==> src/rtl/rgr_pkg.sv <==
package rgr_pkg;
  typedef enum logic [2:0] {
    PS_IDLE, PS_ARM, PS_STALL, PS_GO, PS_POST
  } port_st_e;

  localparam int unsigned PERR_W   = 4;
  localparam int unsigned PE_EARLY = 0;
  localparam int unsigned PE_NOREL = 1;
  localparam int unsigned PE_DROP  = 2;
  localparam int unsigned PE_LATE  = 3;

  localparam int unsigned GERR_W   = 4;
  localparam int unsigned BERR_W   = 3;
endpackage

==> src/rtl/rgr_port_seq.sv <==
module rgr_port_seq
  import rgr_pkg::*;
#(
  parameter int unsigned CNT_W = 4,
  parameter int unsigned STALL = 1
) (
  input  logic              clk_i,
  input  logic              rst_ni,
  input  logic              issue_i,
  input  logic              skip_i,
  input  logic              rel_i,
  output logic              go_o,
  output logic              reissue_o,
  output logic [PERR_W-1:0] err_o
);
  localparam logic [CNT_W-1:0] STALL_M1 = CNT_W'(STALL - 1);
  localparam logic [CNT_W-1:0] CNT_ONE  = CNT_W'(1);

  port_st_e          st_q, st_nx;
  logic [CNT_W-1:0]  cnt_q, cnt_nx;
  logic [PERR_W-1:0] err_q, err_now;

  always_comb begin
    st_nx   = st_q;
    cnt_nx  = cnt_q;
    err_now = '0;
    if (issue_i) begin
      err_now[PE_EARLY] = rel_i;
      st_nx = skip_i ? PS_IDLE : PS_ARM;
    end else begin
      unique case (st_q)
        PS_IDLE: err_now[PE_EARLY] = rel_i;
        PS_ARM: begin
          if (!rel_i) begin
            err_now[PE_NOREL] = 1'b1;
          end else if (STALL == 1) begin
            st_nx = PS_GO;
          end else begin
            st_nx  = PS_STALL;
            cnt_nx = STALL_M1;
          end
        end
        PS_STALL: begin
          if (!rel_i) begin
            err_now[PE_DROP] = 1'b1;
            st_nx = PS_IDLE;
          end else if (cnt_q == CNT_ONE) begin
            st_nx = PS_GO;
          end else begin
            cnt_nx = cnt_q - CNT_ONE;
          end
        end
        PS_GO: begin
          err_now[PE_DROP] = !rel_i;
          st_nx = PS_POST;
        end
        PS_POST: begin
          err_now[PE_LATE] = rel_i;
          st_nx = PS_IDLE;
        end
        default: st_nx = PS_IDLE;
      endcase
    end
  end

  always_ff @(posedge clk_i or negedge rst_ni) begin
    if (!rst_ni) begin
      st_q  <= PS_IDLE;
      cnt_q <= '0;
      err_q <= '0;
    end else begin
      st_q  <= st_nx;
      cnt_q <= cnt_nx;
      err_q <= err_q | err_now;
    end
  end

  assign go_o      = (st_q == PS_GO);
  assign reissue_o = issue_i && (st_q inside {PS_ARM, PS_STALL, PS_GO});
  assign err_o     = err_q;


  go_pulse_chk: assert property (@(posedge clk_i) disable iff (!rst_ni)
    go_o |=> !go_o);

  go_after_rel_chk: assert property (@(posedge clk_i) disable iff (!rst_ni)
    go_o |-> $past(rel_i));
endmodule

==> src/rtl/rgr_busy_mon.sv <==
module rgr_busy_mon
  import rgr_pkg::*;
#(
  parameter int unsigned BUSY_TMO = 50
) (
  input  logic              clk_i,
  input  logic              rst_ni,
  input  logic              issue_i,
  input  logic              busy_i,
  output logic [BERR_W-1:0] err_o
);
  localparam int unsigned    CW      = $clog2(BUSY_TMO + 1);
  localparam logic [CW-1:0]  TMO_LIM = CW'(BUSY_TMO);

  logic              busy_q, issue_q;
  logic [CW-1:0]     cnt_q;
  logic [BERR_W-1:0] err_q, err_now;
  logic              hold;

  assign hold       = busy_i && !issue_i;
  assign err_now[0] = issue_i && busy_i;
  assign err_now[1] = busy_i && !busy_q && !issue_q;
  assign err_now[2] = hold && (cnt_q >= TMO_LIM);

  always_ff @(posedge clk_i or negedge rst_ni) begin
    if (!rst_ni) begin
      busy_q  <= 1'b0;
      issue_q <= 1'b0;
      cnt_q   <= '0;
      err_q   <= '0;
    end else begin
      busy_q  <= busy_i;
      issue_q <= issue_i;
      if (!hold)                cnt_q <= '0;
      else if (cnt_q < TMO_LIM) cnt_q <= cnt_q + CW'(1);
      err_q   <= err_q | err_now;
    end
  end

  assign err_o = err_q;


  tmo_busy_chk: assert property (@(posedge clk_i) disable iff (!rst_ni)
    $rose(err_o[2]) |-> $past(busy_i));
endmodule

==> src/rtl/rd_go_responder.sv <==
module rd_go_responder
  import rgr_pkg::*;
#(
  parameter int unsigned NPORT    = 2,
  parameter int unsigned CNT_W    = 4,
  parameter logic [NPORT*CNT_W-1:0] STALL_VEC = {4'd1, 4'd3},
  parameter int unsigned BUSY_TMO = 50,
  localparam int unsigned ERR_W   = PERR_W * NPORT + GERR_W
) (
  input  logic             clk_i,
  input  logic             rst_ni,
  input  logic             issue_i,
  input  logic             busy_i,
  input  logic [NPORT-1:0] rel_i,
  input  logic [NPORT-1:0] skip_i,
  output logic [NPORT-1:0] go_o,
  output logic             done_o,
  output logic [ERR_W-1:0] err_o
);
  logic [NPORT-1:0]  reiss, pend_q, pend_nx;
  logic              reiss_q, done_q;
  logic [BERR_W-1:0] berr;

  for (genvar p = 0; p < NPORT; p++) begin : g_port
    rgr_port_seq #(
      .CNT_W (CNT_W),
      .STALL (int'(STALL_VEC[p*CNT_W +: CNT_W]))
    ) u_seq (
      .clk_i     (clk_i),
      .rst_ni    (rst_ni),
      .issue_i   (issue_i),
      .skip_i    (skip_i[p]),
      .rel_i     (rel_i[p]),
      .go_o      (go_o[p]),
      .reissue_o (reiss[p]),
      .err_o     (err_o[p*PERR_W +: PERR_W])
    );
  end

  rgr_busy_mon #(.BUSY_TMO(BUSY_TMO)) u_busy (
    .clk_i   (clk_i),
    .rst_ni  (rst_ni),
    .issue_i (issue_i),
    .busy_i  (busy_i),
    .err_o   (berr)
  );

  assign pend_nx = pend_q & ~go_o;

  always_ff @(posedge clk_i or negedge rst_ni) begin
    if (!rst_ni) begin
      pend_q  <= '0;
      done_q  <= 1'b0;
      reiss_q <= 1'b0;
    end else begin
      reiss_q <= reiss_q | (|reiss);
      if (issue_i) begin
        pend_q <= ~skip_i;
        done_q <= &skip_i;
      end else begin
        pend_q <= pend_nx;
        done_q <= (|pend_q) && (pend_nx == '0);
      end
    end
  end

  assign done_o = done_q;
  assign err_o[NPORT*PERR_W +: GERR_W] = {berr, reiss_q};


  sticky_err_chk: assert property (@(posedge clk_i) disable iff (!rst_ni)
    1'b1 |=> ((err_o & $past(err_o)) == $past(err_o)));

  done_src_chk: assert property (@(posedge clk_i) disable iff (!rst_ni)
    done_o |-> ($past(|go_o) || $past(issue_i)));
endmodule

==> config.mk <==
export PLATFORM = sky130hd
export DESIGN_NAME = rd_go_responder
export DESIGN_NICKNAME = d
export VERILOG_FILES = /design/src/rtl/rgr_pkg.sv /design/src/rtl/rgr_port_seq.sv /design/src/rtl/rgr_busy_mon.sv /design/src/rtl/rd_go_responder.sv
export SDC_FILE = /design/constraint.sdc
export NUM_CORES = 1
export LEC_CHECK = 0
export BUFFER_PORTS_ARGS = -buffer_cell sky130_fd_sc_hd__buf_2
export CAP_MARGIN = 20
export CORE_ASPECT_RATIO = 0.7
export CORE_MARGIN = 1.5
export CORE_UTILIZATION = 56
export CTS_CLUSTER_DIAMETER = 30
export DETAILED_ROUTE_END_ITERATION = 8
export PLACE_DENSITY = 0.78
export SETUP_SLACK_MARGIN = 0.05
export SYNTH_ARGS = -nofsm -noshare
export SYNTH_HDL_FRONTEND = slang
export SYNTH_SLANG_ARGS = --single-unit
==> constraint.sdc <==
create_clock -name clk_i -period 1.8 [get_ports clk_i]
set_input_delay 0.27 -clock clk_i [delete_from_list [all_inputs] [get_ports clk_i]]
set_output_delay 0.27 -clock clk_i [all_outputs]
set_load 0.02 [all_outputs]
# == Word-level counts from Yosys, hierarchy flattened ==
# Index checks and enable logic that the tools add are counted.
# W data, S select, Z words.
# word_totals
wordCells,107
register_bits,37
inputBits,8
# op_classes
n_addsub,3
reduce_logical,26
magnitude_cmp,2
bitwise,9
eq_ne,20
muxes,34
# op_table
cell,n
$mux W3,10
$pmux W3 S4,2
$mux W1,13
$eq A3 B2 Y1 const B,4
$mux W4,3
$mux W6,2
$ne A2 B2 Y1 const B,6
$eq A4 B1 Y1 const B,2
$logic_and A1 B1 Y1,8
$ne A4 B3 Y1 const B,2
$or A4 B4 Y4,2
$pmux W4 S2,1
$sub A4 B1 Y4 const B,2
$add A6 B1 Y6 const B,1
$eq A3 B1 Y1 const B,2
$eq A3 B3 Y1 const B,2
$ge A6 B6 Y1 const B,1
$logic_not A3 Y1,2
$lt A6 B6 Y1 const B,1
$ne A3 B3 Y1 const B,2
$reduce_and A3 Y1,2
$reduce_bool A3 Y1,2
$logic_not A1 Y1,5
$reduce_and A5 Y1,1
other kinds (12),16

# == Depth between registers and ports, before layout ==
# logic_depth
ltp_word,6
depth_mapped,5

# == Hierarchy ==
# A second synthesis with hierarchy kept.
# hier_totals
cells_unflattened,166
area_unflattened_um2,1833.0
# by_module_without_submodules
mod,cells_per_inst,n_inst,area_per_inst_um2
rgr_port_seq (g_port[0].u_seq),62,1,630.6
rgr_port_seq (g_port[1].u_seq),47,1,536.8
rgr_busy_mon,43,1,486.7
rd_go_responder,14,1,178.9

# == Worst setup path before layout ==
# OpenSTA, ideal clock, no wires.
# synth_timing
path_kind,register to register
from,reg g_port[0].u_seq.cnt_q[1]
to,reg g_port[0].u_seq.st_q[0]
t_required_ns,1.704
setup_time_ns,0.096
n_path_buf,0
slack_ns,0.215
arrival_ns,1.490
synth_period_minus_slack_ns,1.585
path_stages_with_launch,6
path_cell_list,dfrtp_1 > inv_1 > ha_1 > or3b_1 > o32a_1 > o31ai_1
# synth_between
elab_chain_cells,3
# synth_rtl
item,line_no,source
"start, declared",rgr_port_seq.sv:20,"logic [CNT_W-1:0] cnt_q, cnt_nx;"
"start signal, assigned",rgr_port_seq.sv:73,cnt_q <= cnt_nx;
$eq A4 B1 Y1,rgr_port_seq.sv:47,end else if (cnt_q == CNT_ONE) begin
$ne A4 B3 Y1 (no source line),n/a,
$reduce_and A3 Y1 (no source line),n/a,
"end signal, assigned",rgr_port_seq.sv:72,st_q <= st_nx;
"end, declared",rgr_port_seq.sv:19,"port_st_e st_q, st_nx;"
# No other way between the ends.
# A chain may end at the register's enable or synchronous reset.

# == Final worst setup path ==
# layout_timing
from,reg g_port[0].u_seq.cnt_q[1]
to,reg g_port[0].u_seq.cnt_q[1]
# layout_between
elab_chain_cells,4
word_cells_on_any_way,7
# layout_rtl
item,line_no,source
$sub A4 B1 Y4,rgr_port_seq.sv:50,cnt_nx = cnt_q - CNT_ONE;
$mux W4,rgr_port_seq.sv:47,
$mux W4,rgr_port_seq.sv:44,if (!rel_i) begin
$pmux W4 S2,rgr_port_seq.sv:31,unique case (st_q)
# Several ways; a longest one is shown, not always the timed one. The select of a mux whose other input is x is not followed.

==> results.txt <==
The post-route cell area was 0.002033 mm^2. The startpoint kind of the worst setup timing path was a flip-flop. The run gives 212 as the final layout net count. In this run the remaining antenna-violating nets after routing total 0.

The tools report the worst setup path startpoint as g_port[0].u_seq.cnt_q[1]$_DFFE_PN0P_. The number of nets in the synthesized netlist is 189. The largest net degree at the start of global routing is 38, and the register share of total power is 52.0%.

The proportion of synthesized flip-flops having asynchronous set or reset was 100.0%; the clock latency of the later-clocked register in the worst-skew pair was 0.30 ns. The count of hold-fix buffers inserted at cts came out at 0. The floorplan step defined a die boundary enclosing 0.003572 mm^2.

The antenna diode count is 0, and the die height is 50.46 um. Net switching is 29.01% of the power. In the layout the commonest cells are sky130_fd_sc_hd__dfrtp_1, sky130_fd_sc_hd__buf_2, sky130_fd_sc_hd__nor2_1.

The mapped netlist covers 0.001802 mm^2. Clock skew on the completed layout was measured at 0.01163 ns. The ratio of final minimum period to clock period is 93.64%. The run gives 0 as the initial antenna violation count. Count of final hold-check violations: 0. In this run, the combinational gates consume 18.6% of the power. Leading register cell type out of synthesis: sky130_fd_sc_hd__dfrtp_1.

The final critical-path setup slack was 0.1145 ns; the normalized max-slew margin was 68.21%. The weighted congestion reported at the end of routability-driven placement is 0.8668. Starting utilization of the core area: 61.64%. For the pin with the worst max-slew slack, the measured transition is 0.4758 ns. The worst hold-check slack is 0.0001205 ns. For the detailed-placement wirelength estimate, the log shows 2.474 mm.

The mean instance size in the synthesized netlist was 10.30 um^2. The most common cell after layout, fill and taps aside is sky130_fd_sc_hd__dfrtp_1. The depth of the CTS H-tree came out at 2. Data arrives at the worst endpoint at 1.84 ns.

The distinct cell type count of the synthesized netlist was 47. Sorting the synthesized cells by area gives the leading types as sky130_fd_sc_hd__dfrtp_1, sky130_fd_sc_hd__ha_1, sky130_fd_sc_hd__nor3_1. Summed over its instances, the top area cell type makes up 51.39% of the synthesized netlist area. The critical path ends at g_port[0].u_seq.cnt_q[1]$_DFFE_PN0P_. The share of total power in the clock network came out at 29.3%. Using the TritonRoute via totals, the vias-per-cell ratio works out to 5.932. In this run the count of I/O pins placed on the die edge is 23. Buffers placed on the I/O ports in this run total 22. The pre-CTS setup slack is 0.09394 ns. The signal on the critical path passes through inv_2 -> ha_4 -> or3b_4 -> buf_4 -> a211oi_1 -> nor3_1. Buffer cell driving the clock tree root: sky130_fd_sc_hd__clkbuf_8. The total area inside the core boundary comes to 0.002923 mm^2. Setup repair after global routing left no endpoint under its margin. The post-CTS clock slew at the launch and capture registers of the worst setup and hold paths is 0.07 ns.

TritonCTS created 5 clock buffers. For the cell-internal power, the log shows 1.328 mW. For the final-report max-slew violation count, the log shows 0. After detailed routing, the average wire length per cell comes to 15.27 um. STA classifies the critical path endpoint as a flip-flop. The total overflow left after global routing is 0.

The number of remaining DRC errors is 0. Summed over all instances, the cell type with the most area after synthesis is sky130_fd_sc_hd__dfrtp_1. Of the cells placed in the final design, the portion with a size suffix greater than 1 is 22.61%. The analysis attributes to cell leakage a power of 0.9154 nW. Power per cell area: 919.8 mW/mm^2. The flow ran to the end, and the final reports show no timing, DRC or antenna violations.

In this run the power spent charging and discharging nets is 0.5425 mW. The number of rows created at floorplan is 16. The peak ir drop on the vdd network came out at 717.3 uV. The via count of the first global-routing pass is 1326. The delay of the slowest critical-path stage was 0.43 ns. At the worst endpoint, the required time is 1.95 ns. Counting flops and latches in the post-synthesis netlist gives 37. The number of clock sinks seen by CTS came out at 37. In this run the worst path has a maximum fanout of 5. The logs give 0 for the number of warnings reported in the yosys synthesis log and 0.5933 GHz for the peak clock frequency supported by timing. The layout overhead on the synthesized area is 12.85%, and the number of search-and-repair iterations in the first detailed-routing pass is 4. Sequential cells were found to cover 51.39% of the synthesized design area.

The tools report the violation count after the first detailed-routing iteration as 163. The critical register-to-register path startpoint is g_port[0].u_seq.cnt_q[1]$_DFFE_PN0P_. The detailed router placed 1394 vias in this run. The tool flagged a number of max-cap violations equal to 0.

The synthesized design contains 0 enable-type register cells. Across all register-to-register paths, the minimum setup slack is 0.11 ns. The maximum number of buffers from clock root to sink came out at 2. Measured on the finished design, the core utilization comes to 69.56%. Global routing used 22.62% of the available tracks. The worst reg2reg path endpoint is g_port[0].u_seq.cnt_q[1]$_DFFE_PN0P_. Counting I/O delays and the setup requirement, the final critical path takes 1.685 ns.

The tools report the total setup violations reported at the end of the flow as 0. TritonCTS built the clock tree. Summing all placed instances gives a cell area of 0.001917 mm^2.

The first global-routing pass estimated 6.147 mm of wire. The slowest stage of the critical path is the sky130_fd_sc_hd__dfrtp_1 cell. The critical path in this run is classified as flip-flop to flip-flop.

Setup total negative slack on the finished layout was measured at 0 ns. Counting cells, the worst reg-to-reg path comes to 6. The worst hold path belongs to the class input pin to async pin. The tools report the wire length reported by the detailed router as 3.588 mm. In the synthesized netlist, the number of instances is 175. In this run the horizontal extent of the chip is 70.80 um.
cells in the mapped netlist, drive strengths merged (3+ instances only):
library cell	n
nand2b	7
o21ai	8
nor3b	4
buf	7
dfrtp	37
nor3	10
ha	6
a211oi	3
a21oi	9
nor2	11
nand2	7
a41o	3
or3b	3
a21o	6
inv	9
nand3	7
clkbuf	4
registers in the layout (all words and copies together), names as in the netlist:
name and cells:
g_port.u_seq.err_o 8, u_busy.issue_q 1, g_port.u_seq.st_q 6, u_busy.busy_q 1
u_busy.err_o 3, pend_q 2, reiss_q 1, done_o 1
g_port.u_seq.cnt_q 8, u_busy.cnt_q 6
worst min-delay path by stage:
stage | startpoint | endpoint | slack, ns | cells past startpoint
2_1_floorplan | rst_ni | done_o$_DFF_PN0_ | -0.03 | 0
3_3_place_gp | rst_ni | u_busy.cnt_q[3]$_DFFE_PN0P_ | 0.34 | 2
3_5_place_dp | rst_ni | u_busy.cnt_q[3]$_DFFE_PN0P_ | 0.34 | 2
4_1_cts | rst_ni | u_busy.cnt_q[3]$_DFFE_PN0P_ | 0.01 | 2
5_1_grt | rst_ni | u_busy.cnt_q[3]$_DFFE_PN0P_ | 0.05 | 2
6_report | rst_ni | u_busy.cnt_q[2]$_DFFE_PN0P_ | 0.0001 | 2
metrics by stage:
step | total power [mW] | cells
final | 1.870 | 235
after global routing | 1.971 | 235
after CTS | 1.855 | 233
after detailed placement | 1.302 | 225
after global placement | 1.279 | 225
after floorplan | 1.192 | 175
routing by layer:
| layer | wire length (um) | GRT usage, % | part of all wire (%) | vias to the layer above |
|---|---|---|---|---|
| met2 | 1550 | 32.55 | 43 | 46 |
| met4 | 64 | 9.434 | 1.8 | 0 |
| met1 | 1766 | 32.28 | 49 | 666 |
| met5 | 0 | 0 | 0 | - |
| met3 | 206 | 6.426 | 5.7 | 8 |
| li1 | - | - | - | 674 |
cell families after synthesis:
kind of cell / synth area share (%)
and+or+nand+nor: 19.93
AOI/OAI and AO/OA: 16.39
DFF: 51.39
buffers and inverters: 5.347
adders and majority gates: 4.167
muxes: 1.805
xor gates and xnor gates: 0.9724
critical path: cells and delay by family (launching register included):
| family | cells | cell delay [ns] |
|---|---|---|
| AO/OA/AOI/OAI | 1 | 0.28 |
| AND/OR/NAND/NOR | 2 | 0.47 |
| flip-flops | 1 | 0.43 |
| adder cells (fa/ha/maj) | 1 | 0.13 |
| buffers and inverters | 2 | 0.25 |
area by class of cell:
type                       instances  area, um^2
clock buffer                       6       72.57
clock inverter                     2       10.01
fill                             222       889.6
inverter                           9       33.78
multi-input combinational        118       794.5
sequential                        37       929.6
tap                               36       45.04
timing repair buffer              27       147.6
repair_timing:
| action | CTS | global route |
|---|---|---|
| setup buffers | 0 | 2 |
| endpoints found under the setup margin | 0 | 3 |
| resized for setup | 0 | 7 |
power groups by stage:
stage	sequential [mW]	combinational (mW)	clock [mW]
global route	0.985	0.389	0.598
global placement	0.978	0.301	0
detailed placement	0.984	0.318	0
CTS	0.968	0.320	0.567
floorplan	0.992	0.200	0
finish	0.973	0.349	0.548
No activity file was read; power rests on OpenSTA's default activity.
